### src/rtl/cfgport_pkg.sv
package cfgport_pkg;

  typedef enum logic [1:0] {
    KEY_LOCKED = 2'd0,
    KEY_HALF   = 2'd1,
    KEY_OPEN   = 2'd2
  } key_state_e;

  localparam logic       PORT_INDEX = 1'b0;
  localparam logic       PORT_DATA  = 1'b1;

  localparam logic [7:0] IDX_LDN_SEL = 8'h07;
  localparam logic [7:0] IDX_CHIP_ID = 8'h20;
  localparam logic [7:0] IDX_ACTIVE  = 8'h30;

  localparam logic [7:0] BYTE_ABSENT = 8'hFF;

endpackage

### src/rtl/cfg_key_fsm.sv
module cfg_key_fsm
  import cfgport_pkg::*;
#(
  parameter logic [7:0] UNLOCK_KEY = 8'h87,
  parameter logic [7:0] LOCK_KEY   = 8'hAA
) (
  input  logic       clk,
  input  logic       rst_n,
  input  logic       idx_wr,
  input  logic [7:0] wdata,
  output logic       cfg_open,
  output logic       idx_load
);

  key_state_e state_q, state_d;

  always_comb begin
    state_d = state_q;
    if (idx_wr) begin
      unique case (state_q)
        KEY_LOCKED: state_d = (wdata == UNLOCK_KEY) ? KEY_HALF : KEY_LOCKED;
        KEY_HALF:   state_d = (wdata == UNLOCK_KEY) ? KEY_OPEN : KEY_LOCKED;
        KEY_OPEN:   state_d = (wdata == LOCK_KEY)   ? KEY_LOCKED : KEY_OPEN;
        default:    state_d = KEY_LOCKED;
      endcase
    end
  end

  always_ff @(posedge clk or negedge rst_n) begin
    if (!rst_n) state_q <= KEY_LOCKED;
    else        state_q <= state_d;
  end

  assign cfg_open = (state_q == KEY_OPEN);
  assign idx_load = cfg_open && idx_wr && (wdata != LOCK_KEY);

  // the window opens only out of the half-open state
  p_open_from_half_r2: assert property (@(posedge clk) disable iff (!rst_n)
    $rose(cfg_open) |-> ($past(state_q) == KEY_HALF));

  // a wrong key between the two unlock writes rearms the sequence
  p_rearm_on_bad_key_r3: assert property (@(posedge clk) disable iff (!rst_n)
    (state_q == KEY_HALF && idx_wr && wdata != UNLOCK_KEY) |=> (state_q == KEY_LOCKED));

  // the lock key closes an open window
  p_lock_key_closes_r4: assert property (@(posedge clk) disable iff (!rst_n)
    (cfg_open && idx_wr && wdata == LOCK_KEY) |=> !cfg_open);

endmodule

### src/rtl/cfg_reg_file.sv
module cfg_reg_file
  import cfgport_pkg::*;
#(
  parameter logic [7:0] CHIP_ID = 8'hC7,
  parameter logic [7:0] DEV_LDN = 8'h08
) (
  input  logic       clk,
  input  logic       rst_n,
  input  logic       cfg_open,
  input  logic       idx_load,
  input  logic       data_wr,
  input  logic [7:0] wdata,
  output logic [7:0] index_q,
  output logic [7:0] ldn_q,
  output logic       act_q,
  output logic       reg_hit,
  output logic [7:0] reg_rdata
);

  logic [7:0] index_d, ldn_d;
  logic       act_d;
  logic       dev_sel;
  logic       wr_en;

  assign dev_sel = (ldn_q == DEV_LDN);
  assign wr_en   = cfg_open && data_wr;

  always_comb begin
    index_d = index_q;
    ldn_d   = ldn_q;
    act_d   = act_q;
    if (idx_load) index_d = wdata;
    if (wr_en && index_q == IDX_LDN_SEL) ldn_d = wdata;
    if (wr_en && dev_sel && index_q == IDX_ACTIVE) act_d = wdata[0];
  end

  always_ff @(posedge clk or negedge rst_n) begin
    if (!rst_n) begin
      index_q <= 8'h00;
      ldn_q   <= 8'h00;
      act_q   <= 1'b0;
    end else begin
      index_q <= index_d;
      ldn_q   <= ldn_d;
      act_q   <= act_d;
    end
  end

  always_comb begin
    reg_hit   = 1'b1;
    reg_rdata = BYTE_ABSENT;
    if (index_q == IDX_LDN_SEL)                reg_rdata = ldn_q;
    else if (index_q == IDX_CHIP_ID)           reg_rdata = CHIP_ID;
    else if (index_q == IDX_ACTIVE && dev_sel) reg_rdata = {7'b0, act_q};
    else                                       reg_hit   = 1'b0;
  end

  // a locked window holds the select and the activate bit
  p_locked_hold_r5: assert property (@(posedge clk) disable iff (!rst_n)
    !cfg_open |=> ($stable(ldn_q) && $stable(act_q)));

  // the index changes only on an open-window index write
  p_index_hold_r6: assert property (@(posedge clk) disable iff (!rst_n)
    !idx_load |=> $stable(index_q));

  // the chip identification register is constant
  p_chip_id_r8: assert property (@(posedge clk) disable iff (!rst_n)
    (index_q == IDX_CHIP_ID) |-> (reg_rdata == CHIP_ID));

  // the activate bit moves only while its device is selected
  p_act_needs_dev_r9: assert property (@(posedge clk) disable iff (!rst_n)
    !$stable(act_q) |-> ($past(ldn_q) == DEV_LDN));

endmodule

### src/rtl/cfg_dev_bridge.sv
module cfg_dev_bridge
  import cfgport_pkg::*;
#(
  parameter logic [7:0] DEV_LDN = 8'h08
) (
  input  logic       clk,
  input  logic       rst_n,
  input  logic       cfg_open,
  input  logic       data_wr,
  input  logic       data_rd,
  input  logic [7:0] index_q,
  input  logic [7:0] ldn_q,
  input  logic [7:0] wdata,
  output logic       pass_sel,
  output logic       dev_wr,
  output logic       dev_rd,
  output logic [7:0] dev_idx,
  output logic [7:0] dev_wdata
);

  assign pass_sel  = (ldn_q == DEV_LDN) && (index_q > IDX_ACTIVE);
  assign dev_wr    = cfg_open && pass_sel && data_wr;
  assign dev_rd    = cfg_open && pass_sel && data_rd;
  assign dev_idx   = index_q;
  assign dev_wdata = wdata;

  // a device strobe never fires while the window is locked
  p_strobe_needs_open_r10: assert property (@(posedge clk) disable iff (!rst_n)
    (dev_wr || dev_rd) |-> (cfg_open && ldn_q == DEV_LDN));

  // only one strobe at a time
  p_single_strobe_r10: assert property (@(posedge clk) disable iff (!rst_n)
    $onehot0({dev_wr, dev_rd}));

endmodule

### src/rtl/cfgport_top.sv
module cfgport_top
  import cfgport_pkg::*;
#(
  parameter logic [7:0] UNLOCK_KEY = 8'h87,
  parameter logic [7:0] LOCK_KEY   = 8'hAA,
  parameter logic [7:0] CHIP_ID    = 8'hC7,
  parameter logic [7:0] DEV_LDN    = 8'h08
) (
  input  logic       clk,
  input  logic       rst_n,
  input  logic       bus_addr,
  input  logic       bus_wr,
  input  logic       bus_rd,
  input  logic [7:0] bus_wdata,
  output logic [7:0] bus_rdata,
  output logic [7:0] dev_ldn,
  output logic       dev_active,
  output logic       dev_wr,
  output logic       dev_rd,
  output logic [7:0] dev_idx,
  output logic [7:0] dev_wdata,
  input  logic [7:0] dev_rdata
);

  logic [1:0] rst_sync_q;
  logic       rst_n_i;

  always_ff @(posedge clk or negedge rst_n) begin
    if (!rst_n) rst_sync_q <= 2'b00;
    else        rst_sync_q <= {rst_sync_q[0], 1'b1};
  end
  assign rst_n_i = rst_sync_q[1];

  logic       idx_wr, data_wr, data_rd;
  logic       cfg_open, idx_load;
  logic [7:0] index_q, ldn_q;
  logic       act_q, reg_hit, pass_sel;
  logic [7:0] reg_rdata;

  assign idx_wr  = bus_wr && (bus_addr == PORT_INDEX);
  assign data_wr = bus_wr && (bus_addr == PORT_DATA);
  assign data_rd = bus_rd && (bus_addr == PORT_DATA);

  cfg_key_fsm #(
    .UNLOCK_KEY(UNLOCK_KEY),
    .LOCK_KEY  (LOCK_KEY)
  ) u_key (
    .clk     (clk),
    .rst_n   (rst_n_i),
    .idx_wr  (idx_wr),
    .wdata   (bus_wdata),
    .cfg_open(cfg_open),
    .idx_load(idx_load)
  );

  cfg_reg_file #(
    .CHIP_ID(CHIP_ID),
    .DEV_LDN(DEV_LDN)
  ) u_regs (
    .clk      (clk),
    .rst_n    (rst_n_i),
    .cfg_open (cfg_open),
    .idx_load (idx_load),
    .data_wr  (data_wr),
    .wdata    (bus_wdata),
    .index_q  (index_q),
    .ldn_q    (ldn_q),
    .act_q    (act_q),
    .reg_hit  (reg_hit),
    .reg_rdata(reg_rdata)
  );

  cfg_dev_bridge #(
    .DEV_LDN(DEV_LDN)
  ) u_bridge (
    .clk      (clk),
    .rst_n    (rst_n_i),
    .cfg_open (cfg_open),
    .data_wr  (data_wr),
    .data_rd  (data_rd),
    .index_q  (index_q),
    .ldn_q    (ldn_q),
    .wdata    (bus_wdata),
    .pass_sel (pass_sel),
    .dev_wr   (dev_wr),
    .dev_rd   (dev_rd),
    .dev_idx  (dev_idx),
    .dev_wdata(dev_wdata)
  );

  always_comb begin
    bus_rdata = BYTE_ABSENT;
    if (cfg_open) begin
      if (bus_addr == PORT_INDEX) bus_rdata = index_q;
      else if (reg_hit)           bus_rdata = reg_rdata;
      else if (pass_sel)          bus_rdata = dev_rdata;
    end
  end

  assign dev_ldn    = ldn_q;
  assign dev_active = act_q;

  // a locked window reads as an absent device on both ports
  p_locked_reads_ff_r5: assert property (@(posedge clk) disable iff (!rst_n_i)
    (!cfg_open && bus_rd) |-> (bus_rdata == BYTE_ABSENT));

endmodule

### config.mk
export PLATFORM = sky130hd
export DESIGN_NAME = cfgport_top
export DESIGN_NICKNAME = d
export VERILOG_FILES = /design/src/rtl/cfgport_pkg.sv /design/src/rtl/cfg_key_fsm.sv /design/src/rtl/cfg_reg_file.sv /design/src/rtl/cfg_dev_bridge.sv /design/src/rtl/cfgport_top.sv
export SDC_FILE = /design/constraint.sdc
export NUM_CORES = 1
export LEC_CHECK = 0
export ABC_AREA = 1
export CORE_MARGIN = 2
export CORE_UTILIZATION = 48
export CTS_BUF_LIST = sky130_fd_sc_hd__clkbuf_2
export DETAILED_ROUTE_END_ITERATION = 12
export PLACE_DENSITY_LB_ADDON = 0.12
export SYNTH_ARGS = -nofsm -noshare
export SYNTH_HDL_FRONTEND = slang
export SYNTH_SLANG_ARGS = --single-unit
### constraint.sdc
create_clock -name clk -period 2.7 [get_ports clk]
set_input_delay 0.54 -clock clk [delete_from_list [all_inputs] [get_ports clk]]
set_output_delay 0.54 -clock clk [all_outputs]
set_load 0.02 [all_outputs]
## Yosys cells after proc, flatten, opt, wreduce, memory -nomap -nowiden

Index checks and enable logic that the tools add are counted.

- Bitwise gates (word level): 1
- Muxes and demuxes: 14
- Magnitude comparators: 1
- Reductions and logical operators: 15
- Eq/ne operators: 9

Operator list:

| kind | number |
|---|---|
| $mux W8 | 7 |
| $eq A8 B6 Y1 const B | 2 |
| $eq A8 B8 Y1 const B | 2 |
| $logic_and A1 B1 Y1 | 14 |
| $eq A8 B3 Y1 const B | 1 |
| $eq A8 B4 Y1 const B | 1 |
| $gt A8 B6 Y1 const B | 1 |
| $ne A8 B8 Y1 const B | 1 |
| $pmux W2 S3 | 1 |
| $mux W1 | 4 |
| $mux W2 | 2 |
| $eq A2 B1 Y1 const B | 1 |
| $eq A2 B2 Y1 const B | 1 |
| $logic_not A2 Y1 | 1 |
| $not A1 Y1 | 1 |

- Input port bits: 21
- Logic and storage cells: 45
- Output and inout bits: 35
- Register bits after elaboration: 21

## Logic depth before layout (Yosys ltp)

- Depth after elaboration: 8
- Mapped depth: 10
- Mapped depth without buffers: 10

## By module

From an unflattened synthesis, not the netlist that was laid out.

- Cell total of the unflattened synthesis: 258
- Area total of the unflattened synthesis: 1,667.8 µm²

By module, submodules not included:

| module | cells an instance | instances | area an instance (µm²) |
|---|---|---|---|
| cfg_reg_file | 113 | 1 | 879.6 |
| cfgport_top | 71 | 1 | 371.6 |
| cfg_dev_bridge | 39 | 1 | 220.2 |
| cfg_key_fsm | 35 | 1 | 196.4 |

## Worst setup path before layout

No wires, ideal clock.

- Path kind: register to output
- Start point: reg u_regs.index_q[7]
- End point: out bus_rdata[6]
- Path slack: 0.726 ns
- Stages on the path, launching flop included: 9
- Data arrival time: 1.434 ns
- Data required time: 2.160 ns
- Path through: dfrtp_1 -> nor2_4 -> nand2_2 -> nor2_2 -> nor2_1 -> nand2_2 -> nor2_1 -> o21ai_0 -> nand2_1

- Cells in the longest elaborated chain, start to end: 8

Ends and longest elaborated chain:

| element | RTL line | text |
|---|---|---|
| start, declared | cfg_reg_file.sv:13 | `output logic [7:0] index_q,` |
| start signal, assigned | cfg_reg_file.sv:43 | `index_q <= index_d;` |
| branches (longest 5 deep; another with $gt A8 B6 Y1) | -- |  |
| $mux W8 * | cfgport_top.sv:95 | `else if (reg_hit) bus_rdata = reg_rdata;` |
| $mux W8 * | cfgport_top.sv:94 | `if (bus_addr == PORT_INDEX) bus_rdata = index_q;` |
| $mux W8 * | cfgport_top.sv:93 | `if (cfg_open) begin` |
| end, declared | cfgport_top.sv:15 | `output logic [7:0] bus_rdata,` |

Mark *: on every way between the ends.

## Worst setup path after layout

- Start point: reg u_regs.index_q[6]
- End point: out bus_rdata[6]

- Cells in the longest elaborated chain, start to end: 8

Ends and longest elaborated chain:

| element | RTL line |
|---|---|
| branches (longest 6 deep; another with $gt A8 B6 Y1) | -- |
| $mux W8 * | cfgport_top.sv:94 |
| $mux W8 * | cfgport_top.sv:93 |

Marked as above.

==> metrics <==
Final Hold Fails=0; Hold Slack=between 300 and 400 ps; fin crit period=~2600 ps; hpwl dp=roughly 3000 um; most frequent cells in the layout=54 x nand2_1, 46 x clkdlybuf4s50_1, 24 x nor2_1, 19 x inv_1, 17 x dfrtp_1; clock buffer count from CTS=3; CTS Sinks=21; Worst-path clk slew=about 180 ps; fin cells=approximately 280; initial antenna violation count=0; most common cell after layout, fill and taps aside=nand2_1; Critical Path Stages=9; DRC=0; post-route setup TNS=0 ps; Hold Path Class=register to async pin; effective utilization at floorplan=about half; total length of routed wires=3790 um; clock buffer depth=2; first-pass GRT wire length=just under 6000 um; CP top delay family=simple AND/OR/NAND/NOR gates; antenna fix cells=0; Syn Area/Cell=6.98 um2; antenna-violating nets left=0; First DRT Iteration DRCs=54; Seq/Total Area, Yosys=38.6%; gpl congestion=about 0.94; setup violators final=0; setup ws final=126 ps; routed vias=approximately 1500; Clock Skew=4.07 ps; maxcap violations=0; Port Buffers=between 50 and 60; Cells after DPL=270; Nets=about 270; vias per cell=~5.2; layout cells sized above 1=between 15 and 20%; hold_buf cts=0; Arr. time, crit path=around 2000 ps; register bit total from synthesis=21; synthesis-to-layout area growth=39.6%; Die X=~57 um; CP bufs+invs=1; Die Y=57.3 um; max incr delay on CP=approximately 500 ps; CP endpoint kind=output port; Rows=19; Pleak=approximately 0.89 nW; CP startpoint kind=register; Worst R2R Path Depth=7; Util after Layout=69.5%; CP required=around 2200 ps; GRT overflow=0; f_max=between 300 and 400 MHz; CP max FO=8; Slowest-stage cell, CP=dfrtp_1; I/O pin count=56; Initial DRT Pass Iterations=4; Max IR drop VDD=roughly 0.26 mV; share of the clock period used by the worst path=95.3%; Synth cell types=22; clk_lat worst skew=approximately 310 ps; Die ar.=approximately 0.0033 mm2; Post-Syn Nets=between 200 and 250; YS warnings=0; Slew Viols, Final=0; CP Class=register to output port; Avg WL per Cell=between 10 and 15 um; mapped cell area=0.00136 mm2; CTS tree=done; pwr dens=278 mW/mm2; H-tree depth=1; pin count of the biggest net entering global routing=20; worst relative slew slack=approximately half; Syn Inst Count=approximately 200; total track usage=a little under a quarter; area of the core=0.00273 mm2; clock tree root buffer cell=clkbuf_2; DP Worst Slack=roughly 90 ps; outcome=finished clean; vias in the first global route=1340; Worst-Margin Slew=roughly 730 ps; CP Cell Sequence=nor2_4, nand2_2, nor2_4, nor2_2, nand2_2, nor2_1, o21ai_0, nand2_1, dlygate4sd2_1
==> logic make-up after synthesis <==
family,Yosys count,synth area share (%)
other cells,1,0.275
flops,21,38.6
compound gates,36,15.9
simple gates,103,32.4
buf+inv,34,12.9
==> Yosys cell counts <==
| cell | number | area, um2 |
|---|---|---|
| a21oi_1 | 8 | 40.0 |
| a22o_1 | 1 | 8.76 |
| buf_2 | 2 | 10.0 |
| buf_4 | 8 | 60.1 |
| buf_6 | 2 | 22.5 |
| conb_1 | 1 | 3.75 |
| dfrtp_1 | 21 | 526 |
| inv_1 | 19 | 71.3 |
| inv_2 | 3 | 11.3 |
| nand2_1 | 55 | 206 |
| nand2_2 | 5 | 31.3 |
| nand3_1 | 8 | 40.0 |
| nand4_1 | 3 | 18.8 |
| nor2_1 | 26 | 97.6 |
| nor2_2 | 1 | 6.26 |
| nor2_4 | 2 | 22.5 |
| nor3_1 | 1 | 5.00 |
| nor4_1 | 1 | 6.26 |
| o21a_1 | 1 | 7.51 |
| o21ai_0 | 18 | 90.1 |
| o21ai_2 | 8 | 70.1 |
| or2_1 | 1 | 6.26 |
==> layer usage <==
metal	track usage, %	wire [um]	vias up	share of wire (%)
met5	0	0	-	0
met1	28.7	1550	657	41
met4	9.97	94	0	2.5
li1	-	-	713	-
met3	2.27	271	9	7.2
met2	42.4	1870	75	49
==> repair_timing <==
action	in CTS	in global routing
setup buffers	0	3
setup endpoints to repair	8	10
resized for setup	13	18
==> layout make-up <==
type                            instances  area, um2
Sequential cell                        21        531
Multi-Input combinational cell        140        673
Inverter                               22       82.6
Fill cell                             261        833
Timing Repair Buffer                   59        556
Tap cell                               31       38.8
Clock buffer                            4       20.0
==> stage by stage <==
step | total power, mW | area [um2]
floorplan | 0.360 | 1360
global placement | 0.403 | 1870
detailed placement | 0.405 | 1870
CTS | 0.530 | 1880
global route | 0.548 | 1900
finish | 0.528 | 1900
==> path summary, 6_finish.rpt <==
kind | to | from | slack [ps]
min | u_regs.index_q[6] | rst_sync_q[1] | 310
max | bus_rdata[6] | u_regs.index_q[6] | 130
max in group asynchronous | u_regs.index_q[7] | rst_sync_q[1] | 1890
min reg2reg | u_regs.index_q[6] | rst_sync_q[1] | 310
max reg2reg | u_regs.ldn_q[6] | u_regs.index_q[6] | 1020
min in group clk | rst_sync_q[1] | rst_sync_q[0] | 380
==> power breakdown <==
part,switching [mW],internal (mW)
registers,0.00576,0.317
clock network,0.0890,0.0392
logic,0.0365,0.0408
==> state kept, by name, indices dropped and copies added, names as in the netlist <==
signal          cells
rst_sync_q          2
u_regs.act_q        1
u_regs.index_q      8
u_regs.ldn_q        8
u_key.state_q       2
Power figures use the tool's default switching activity.
